## src/rtl/spi_cmd_pkg.sv

```systemverilog
package spi_cmd_pkg;
  localparam int BYTE_W = 8;
  localparam int CMD_W  = 2 * BYTE_W;

  typedef enum logic [1:0] {
    PH_CMD_HI = 2'd0,
    PH_CMD_LO = 2'd1,
    PH_DATA   = 2'd2
  } frame_phase_e;
endpackage

```

## src/rtl/spi_sync.sv

```systemverilog
module spi_sync #(
  parameter int          W       = 1,
  parameter int          STAGES  = 2,
  parameter logic [W-1:0] RST_VAL = '0
) (
  input  logic         clk,
  input  logic         rst,
  input  logic [W-1:0] d,
  output logic [W-1:0] q
);
  logic [W-1:0] chain [STAGES];

  always_ff @(posedge clk) begin
    if (rst) begin
      for (int i = 0; i < STAGES; i++) chain[i] <= RST_VAL;
    end else begin
      chain[0] <= d;
      for (int i = 1; i < STAGES; i++) chain[i] <= chain[i-1];
    end
  end

  assign q = chain[STAGES-1];
endmodule

```

## src/rtl/spi_frame.sv

```systemverilog
module spi_frame
  import spi_cmd_pkg::*;
(
  input  logic              clk,
  input  logic              rst,
  input  logic              sel,
  input  logic              sclk_s,
  input  logic              mosi_s,
  input  logic [BYTE_W-1:0] rsp_byte,
  output logic              miso,
  output logic              miso_oe,
  output logic              cmd_valid,
  output logic [CMD_W-1:0]  cmd_word,
  output logic              wr_valid,
  output logic [BYTE_W-1:0] wr_data
);
  localparam int BW = $clog2(BYTE_W);

  logic              sclk_q, sel_q;
  logic [BW-1:0]     bit_cnt;
  logic [BYTE_W-1:0] rx_sh, tx_sh, cmd_hi;
  frame_phase_e      phase;

  logic              rise, fall, start, last_bit;
  logic [BYTE_W-1:0] byte_in;

  assign rise     = sel & sclk_s & ~sclk_q;
  assign fall     = sel & ~sclk_s & sclk_q;
  assign start    = sel & ~sel_q;
  assign last_bit = (bit_cnt == BW'(BYTE_W - 1));
  assign byte_in  = {rx_sh[BYTE_W-2:0], mosi_s};

  always_ff @(posedge clk) begin
    if (rst) begin
      sclk_q    <= 1'b0;
      sel_q     <= 1'b0;
      bit_cnt   <= '0;
      rx_sh     <= '0;
      cmd_hi    <= '0;
      cmd_word  <= '0;
      cmd_valid <= 1'b0;
      wr_valid  <= 1'b0;
      wr_data   <= '0;
      phase     <= PH_CMD_HI;
    end else begin
      sclk_q    <= sclk_s;
      sel_q     <= sel;
      cmd_valid <= 1'b0;
      wr_valid  <= 1'b0;
      if (!sel) begin
        bit_cnt <= '0;
        phase   <= PH_CMD_HI;
      end else if (rise) begin
        rx_sh   <= byte_in;
        bit_cnt <= last_bit ? '0 : bit_cnt + 1'b1;
        if (last_bit) begin
          case (phase)
            PH_CMD_HI: begin
              cmd_hi <= byte_in;
              phase  <= PH_CMD_LO;
            end
            PH_CMD_LO: begin
              cmd_word  <= {cmd_hi, byte_in};
              cmd_valid <= 1'b1;
              phase     <= PH_DATA;
            end
            default: begin
              wr_data  <= byte_in;
              wr_valid <= 1'b1;
            end
          endcase
        end
      end
    end
  end

  // Response shifter: load at frame start and at each byte boundary
  always_ff @(posedge clk) begin
    if (rst) begin
      tx_sh   <= '0;
      miso_oe <= 1'b0;
    end else begin
      miso_oe <= sel;
      if (start)
        tx_sh <= rsp_byte;
      else if (fall)
        tx_sh <= (bit_cnt == '0) ? rsp_byte : {tx_sh[BYTE_W-2:0], 1'b0};
    end
  end

  assign miso = tx_sh[BYTE_W-1];

  p_cmd_pulse_r3: assert property (@(posedge clk) disable iff (rst)
    cmd_valid |=> !cmd_valid);
  p_idle_quiet_r2: assert property (@(posedge clk) disable iff (rst)
    !sel |=> (!cmd_valid && !wr_valid));
  p_one_strobe_r4: assert property (@(posedge clk) disable iff (rst)
    !(cmd_valid && wr_valid));
endmodule

```

## src/rtl/spi_text_buf.sv

```systemverilog
module spi_text_buf #(
  parameter int DEPTH  = 256,
  parameter int MARGIN = 16,
  parameter int DW     = 8
) (
  input  logic          clk,
  input  logic          rst,
  input  logic          wr_en,
  input  logic [DW-1:0] wr_data,
  input  logic          rd_en,
  output logic [DW-1:0] rd_data,
  output logic          rd_valid,
  output logic          ready
);
  localparam int AW  = (DEPTH > 1) ? $clog2(DEPTH) : 1;
  localparam int CW  = $clog2(DEPTH + 1);
  localparam int THR = DEPTH - MARGIN;

  logic [DW-1:0] mem [DEPTH];
  logic [AW-1:0] wptr, rptr;
  logic [CW-1:0] count, count_nxt;
  logic          full, empty, push, pop;

  assign full  = (count == CW'(DEPTH));
  assign empty = (count == '0);
  assign push  = wr_en & ~full;
  assign pop   = rd_en & ~empty;

  always_comb begin
    count_nxt = count;
    if (push && !pop)      count_nxt = count + 1'b1;
    else if (pop && !push) count_nxt = count - 1'b1;
  end

  always_ff @(posedge clk) begin
    if (push) mem[wptr] <= wr_data;
  end

  always_ff @(posedge clk) begin
    if (pop) rd_data <= mem[rptr];
  end

  always_ff @(posedge clk) begin
    if (rst) begin
      wptr     <= '0;
      rptr     <= '0;
      count    <= '0;
      rd_valid <= 1'b0;
      ready    <= 1'b1;
    end else begin
      if (push) wptr <= (wptr == AW'(DEPTH - 1)) ? '0 : wptr + 1'b1;
      if (pop)  rptr <= (rptr == AW'(DEPTH - 1)) ? '0 : rptr + 1'b1;
      count    <= count_nxt;
      rd_valid <= pop;
      ready    <= (count_nxt < CW'(THR));
    end
  end

  p_no_overflow_r9: assert property (@(posedge clk) disable iff (rst)
    count <= CW'(DEPTH));
  p_full_hold_r9: assert property (@(posedge clk) disable iff (rst)
    (full && wr_en && !rd_en) |=> (count == CW'(DEPTH)));
  p_ready_rise_r8: assert property (@(posedge clk) disable iff (rst)
    $rose(ready) |-> (count < $past(count)));
  p_ready_fall_r8: assert property (@(posedge clk) disable iff (rst)
    $fell(ready) |-> (count > $past(count)));
  p_empty_read_r10: assert property (@(posedge clk) disable iff (rst)
    (rd_en && empty) |=> !rd_valid);
endmodule

```

## src/rtl/spi_cmd_slave.sv

```systemverilog
module spi_cmd_slave
  import spi_cmd_pkg::*;
#(
  parameter int DEPTH       = 256,
  parameter int MARGIN      = 16,
  parameter int SYNC_STAGES = 2
) (
  input  logic              clk,
  input  logic              rst,
  input  logic              sclk,
  input  logic              ss_n,
  input  logic              cs_n,
  input  logic              mosi,
  output logic              miso,
  output logic              miso_oe,
  input  logic [BYTE_W-1:0] rsp_byte,
  output logic              cmd_valid,
  output logic [CMD_W-1:0]  cmd_word,
  output logic              wr_valid,
  output logic [BYTE_W-1:0] wr_data,
  input  logic              rd_en,
  output logic [BYTE_W-1:0] rd_data,
  output logic              rd_valid,
  output logic              ready
);
  // bit order: cs_n, ss_n, sclk, mosi
  logic [3:0] pins_s;
  logic       sel;

  spi_sync #(.W(4), .STAGES(SYNC_STAGES), .RST_VAL(4'b1100)) u_sync (
    .clk (clk),
    .rst (rst),
    .d   ({cs_n, ss_n, sclk, mosi}),
    .q   (pins_s)
  );

  assign sel = ~pins_s[3] & ~pins_s[2];

  spi_frame u_frame (
    .clk       (clk),
    .rst       (rst),
    .sel       (sel),
    .sclk_s    (pins_s[1]),
    .mosi_s    (pins_s[0]),
    .rsp_byte  (rsp_byte),
    .miso      (miso),
    .miso_oe   (miso_oe),
    .cmd_valid (cmd_valid),
    .cmd_word  (cmd_word),
    .wr_valid  (wr_valid),
    .wr_data   (wr_data)
  );

  spi_text_buf #(.DEPTH(DEPTH), .MARGIN(MARGIN), .DW(BYTE_W)) u_buf (
    .clk      (clk),
    .rst      (rst),
    .wr_en    (wr_valid),
    .wr_data  (wr_data),
    .rd_en    (rd_en),
    .rd_data  (rd_data),
    .rd_valid (rd_valid),
    .ready    (ready)
  );
endmodule

```

## config.mk

```make
export PLATFORM = sky130hd
export DESIGN_NAME = spi_cmd_slave
export DESIGN_NICKNAME = d
export VERILOG_FILES = /design/src/rtl/spi_cmd_pkg.sv /design/src/rtl/spi_sync.sv /design/src/rtl/spi_frame.sv /design/src/rtl/spi_text_buf.sv /design/src/rtl/spi_cmd_slave.sv
export SDC_FILE = /design/constraint.sdc
export NUM_CORES = 2
export LEC_CHECK = 0
export ABC_AREA = 0
export BUFFER_PORTS_ARGS = -buffer_cell sky130_fd_sc_hd__buf_2
export CAP_MARGIN = 20
export CORE_ASPECT_RATIO = 1.1
export CORE_MARGIN = 3
export CORE_UTILIZATION = 51
export CTS_CLUSTER_DIAMETER = 100
export DETAILED_ROUTE_END_ITERATION = 12
export HOLD_SLACK_MARGIN = 0.08
export PLACE_DENSITY = 0.65
export SYNTH_ARGS = -nofsm -noshare
export SYNTH_HDL_FRONTEND = slang
export SYNTH_SLANG_ARGS = --single-unit
export TNS_END_PERCENT = 30
```

## constraint.sdc

```tcl
create_clock -name clk -period 7.8 [get_ports clk]
set_clock_uncertainty 0.15 [all_clocks]
set_input_delay 0.78 -clock clk [delete_from_list [all_inputs] [get_ports clk]]
set_output_delay 0.78 -clock clk [all_outputs]
set_load 0.05 [all_outputs]
```

==> metrics.txt <==
CTS Root Buffer Type clkbuf_16; hold path depth 3; Hold Crit Start rsp_byte[2]; Max Cap Violations 0; Slew @ Worst Pin ~1.3 ns; Max Slew Vio Count 0; Post-synth top cells 2056 x edfxtp_1, 444 x mux4_2, 347 x nor2_1, 197 x mux2i_1, 159 x nand2_1; Area after DPL between 80000 and 90000 µm²; crit path DAT 5.43 ns; worst r2r dst u_buf.rd_data[5]; hold endpoint u_frame.tx_sh[2]; clk slew on worst S/H paths around 0.06 ns; core area around 160000 µm²; max frequency slightly below 0.2 GHz; Layout fillers between 10000 and 15000; RSZ-0062 raised after global routing false; CTS tree yes; setup ws final 2.76 ns; critical path peak fanout 38; nets about 4400; Setup CP Type reg2reg; Design Power roughly 27 mW; Vias/cell 6.58; first-pass GRT wire length between 300000 and 400000 µm; # IOs 53; Most used DFF post-synth edfxtp_1; EDFF count, synth 2056; number of global-route vias before repair around 42000; Worst Reg-to-Reg Cells 10; synth top area cells edfxtp_1 74%, mux4_2 12%, mux2i_1 2.4%, dfxtp_1 2.2%, nor2_1 1.6%; Tmin final just over 5 ns; Syn Area/Cell 19.8 µm²; port buffer count 52; most frequent cell after synthesis edfxtp_1; die area 169000 µm²; DRC Markers 0; layout cell share with drive strength beyond 1 between 20% and 30%; RD Place Congestion 0.870; Starting DRT DRC Count between 6000 and 7000; Slew Limit Headroom between 10 and 15%; TritonRoute pass-1 iters 5; Power per Cell Area approximately 300 nW/µm²; Tcrit/Tclk final between 60% and 70%; FFs w/ async S/R, synth 0%; GR Overflow Total 0; Ys Warns 0; Worst Setup End Kind flop; worst skew pair latency 0.84 ns; worst IR drop on VDD 386 µV; FP Rows 155; sequential share of the synthesized area between 70 and 80%; top cell type's share of synthesized area between 70 and 80%; status finished, final reports clean; clock tree buffer depth 3; Leakage around 29 nW; Worst R2R Setup Slack 2.76 ns; Hold/Removal Path Class in2reg; number of H-tree levels 4; FF-to-FF Start u_buf.rptr[3]; initial antenna violation count 8; Detail Route Antenna Nets 0; Yosys cell types 73; clk sinks approximately 2100; WL final 229000 µm; Fin Setup TNS 0 ns; Crit. Startpoint u_buf.rptr[3]; final-report hold violation count 0; Post-CTS Setup Bufs 0; register area approximately 64000 µm²; Total Routing Usage GR between 20% and 30%; Cells after Synth roughly 4200; Vias 43560; CTS Buf Count ~200; pre-CTS setup slack 2.75 ns; die width 392 µm; # setup viols final 0; largest net degree at the start of global routing ~110; startpoint types flop; Starting Density around half; Req. time, crit path approximately 8.2 ns; net count after synthesis between 4000 and 5000; Finished Cell Area 92600 µm²; Die Y about 430 µm; synthesized flop and latch total approximately 2100; # resized after CTS 0; Syn Std Cell Area 83500 µm²; Synth area leader edfxtp_1; area of the multi-input gates between 15000 and 20000 µm²; DP HPWL roughly 140000 µm; synthesis-to-finish area growth 10.9%; Routed WL per cell between 30 and 40 µm
-- cell usage in the layout, fill, tap and decap left out, types with 10 or more instances in the layout --
cell	count
clkbuf_1	43
a21oi_1	116
nor2b_1	21
nand3_1	26
a221oi_1	37
buf_2	53
a211oi_1	27
edfxtp_1	2056
a22o_1	10
nand4_1	14
o21ai_0	50
inv_1	19
nor2_1	345
nand3_2	15
mux2i_1	197
mux4_2	444
a31oi_1	12
bufinv_16	17
a22oi_1	88
buf_4	96
nand2b_1	10
nor3_1	20
ha_1	12
o221ai_1	15
dfxtp_1	76
clkinv_1	46
clkbuf_16	202
clkinv_2	36
o22ai_1	37
nand2_1	159
dfxtp_4	12
-- metal layers --
layer / part of all wire (%) / up-vias / track usage (%)
li1: - / 17511 / -
met1: 38 / 22883 / 38.4
met2: 47 / 2716 / 41.4
met3: 11 / 448 / 6.80
met4: 4.3 / 2 / 10.3
met5: 0.0057 / - / 0
-- critical path, stage by stage (launching register included) --
cell      delay [ns]
dfxtp_4         0.42
buf_4           0.58
inv_2           0.47
buf_4           0.44
nor2_1          0.56
buf_4           0.28
a22oi_1         0.10
a211oi_1        0.61
o311ai_0        0.27
a41oi_1         0.70
a221oi_1        0.11
-- power by group --
group | internal (mW) | switching, mW
logic | 2.15 | 2.53
registers | 12.5 | 0.154
clock network | 5.39 | 4.30
total | 20.0 | 6.99
-- registers in the layout, summed over array words and instances, names as in the netlist --
name and cells:
u_buf.count 9, u_buf.mem 2048, u_buf.rd_data 8, u_buf.rd_valid 1, u_buf.ready 1, u_buf.rptr 8, u_buf.wptr 8, u_frame.bit_cnt 3
u_frame.cmd_hi 8, u_frame.cmd_valid 1, u_frame.cmd_word 16, u_frame.phase 2, u_frame.rx_sh 7, u_frame.sclk_q 1, u_frame.sel_q 1, u_frame.tx_sh 8
u_frame.wr_data 8, u_frame.wr_valid 1, u_sync.chain 8
-- worst max path at each step --
stage,endpoint,slack [ns],depth (start not counted)
finish,u_buf.rd_data[5],2.76,10
global route,u_buf.rd_data[4],2.64,8
CTS,u_buf.rd_data[5],2.74,9
detailed placement,u_buf.rd_data[5],2.75,9
global placement,u_buf.rd_data[5],2.77,9
floorplan,u_buf.mem[0][0],3.01,0
-- what timing repair did --
action	4_1_cts	5_1_grt
setup endpoints to repair	0	0
hold buffers	9	0
endpoints found under the hold margin	9	0
-- kinds of logic (layout without fill, tap and decap cells) --
kind of cell	Yosys count	after routing	share of synthesized area, %
adders and majority gates	12	12	0.180
DFF	2147	2147	76.1
other	0	2	0
and+or+nand+nor	659	659	3.36
AOI/OAI and AO/OA	451	451	3.66
muxes	656	656	14.6
xor gates and xnor gates	12	12	0.126
buffers and inverters	274	567	1.89
-- metrics by stage --
step	hold slack, ns	util, %	std cells
after floorplan	0.239	-	4211
after global placement	0.252	52.9	6235
after detailed placement	0.248	52.9	6238
after CTS	0.0812	56.9	6622
after global routing	0.130	57.0	6623
final	0.156	57.0	6625
-- area by class of cell --
cell class	instances	area share (%)
tap	2119	2.86
antenna	2	0.00541
sequential	2147	68.7
multi-input combinational	1790	20.0
clock buffer	252	5.71
timing repair buffer	169	1.37
inverter	23	0.0960
clock inverter	123	1.25
Power figures use the tool's default switching activity.
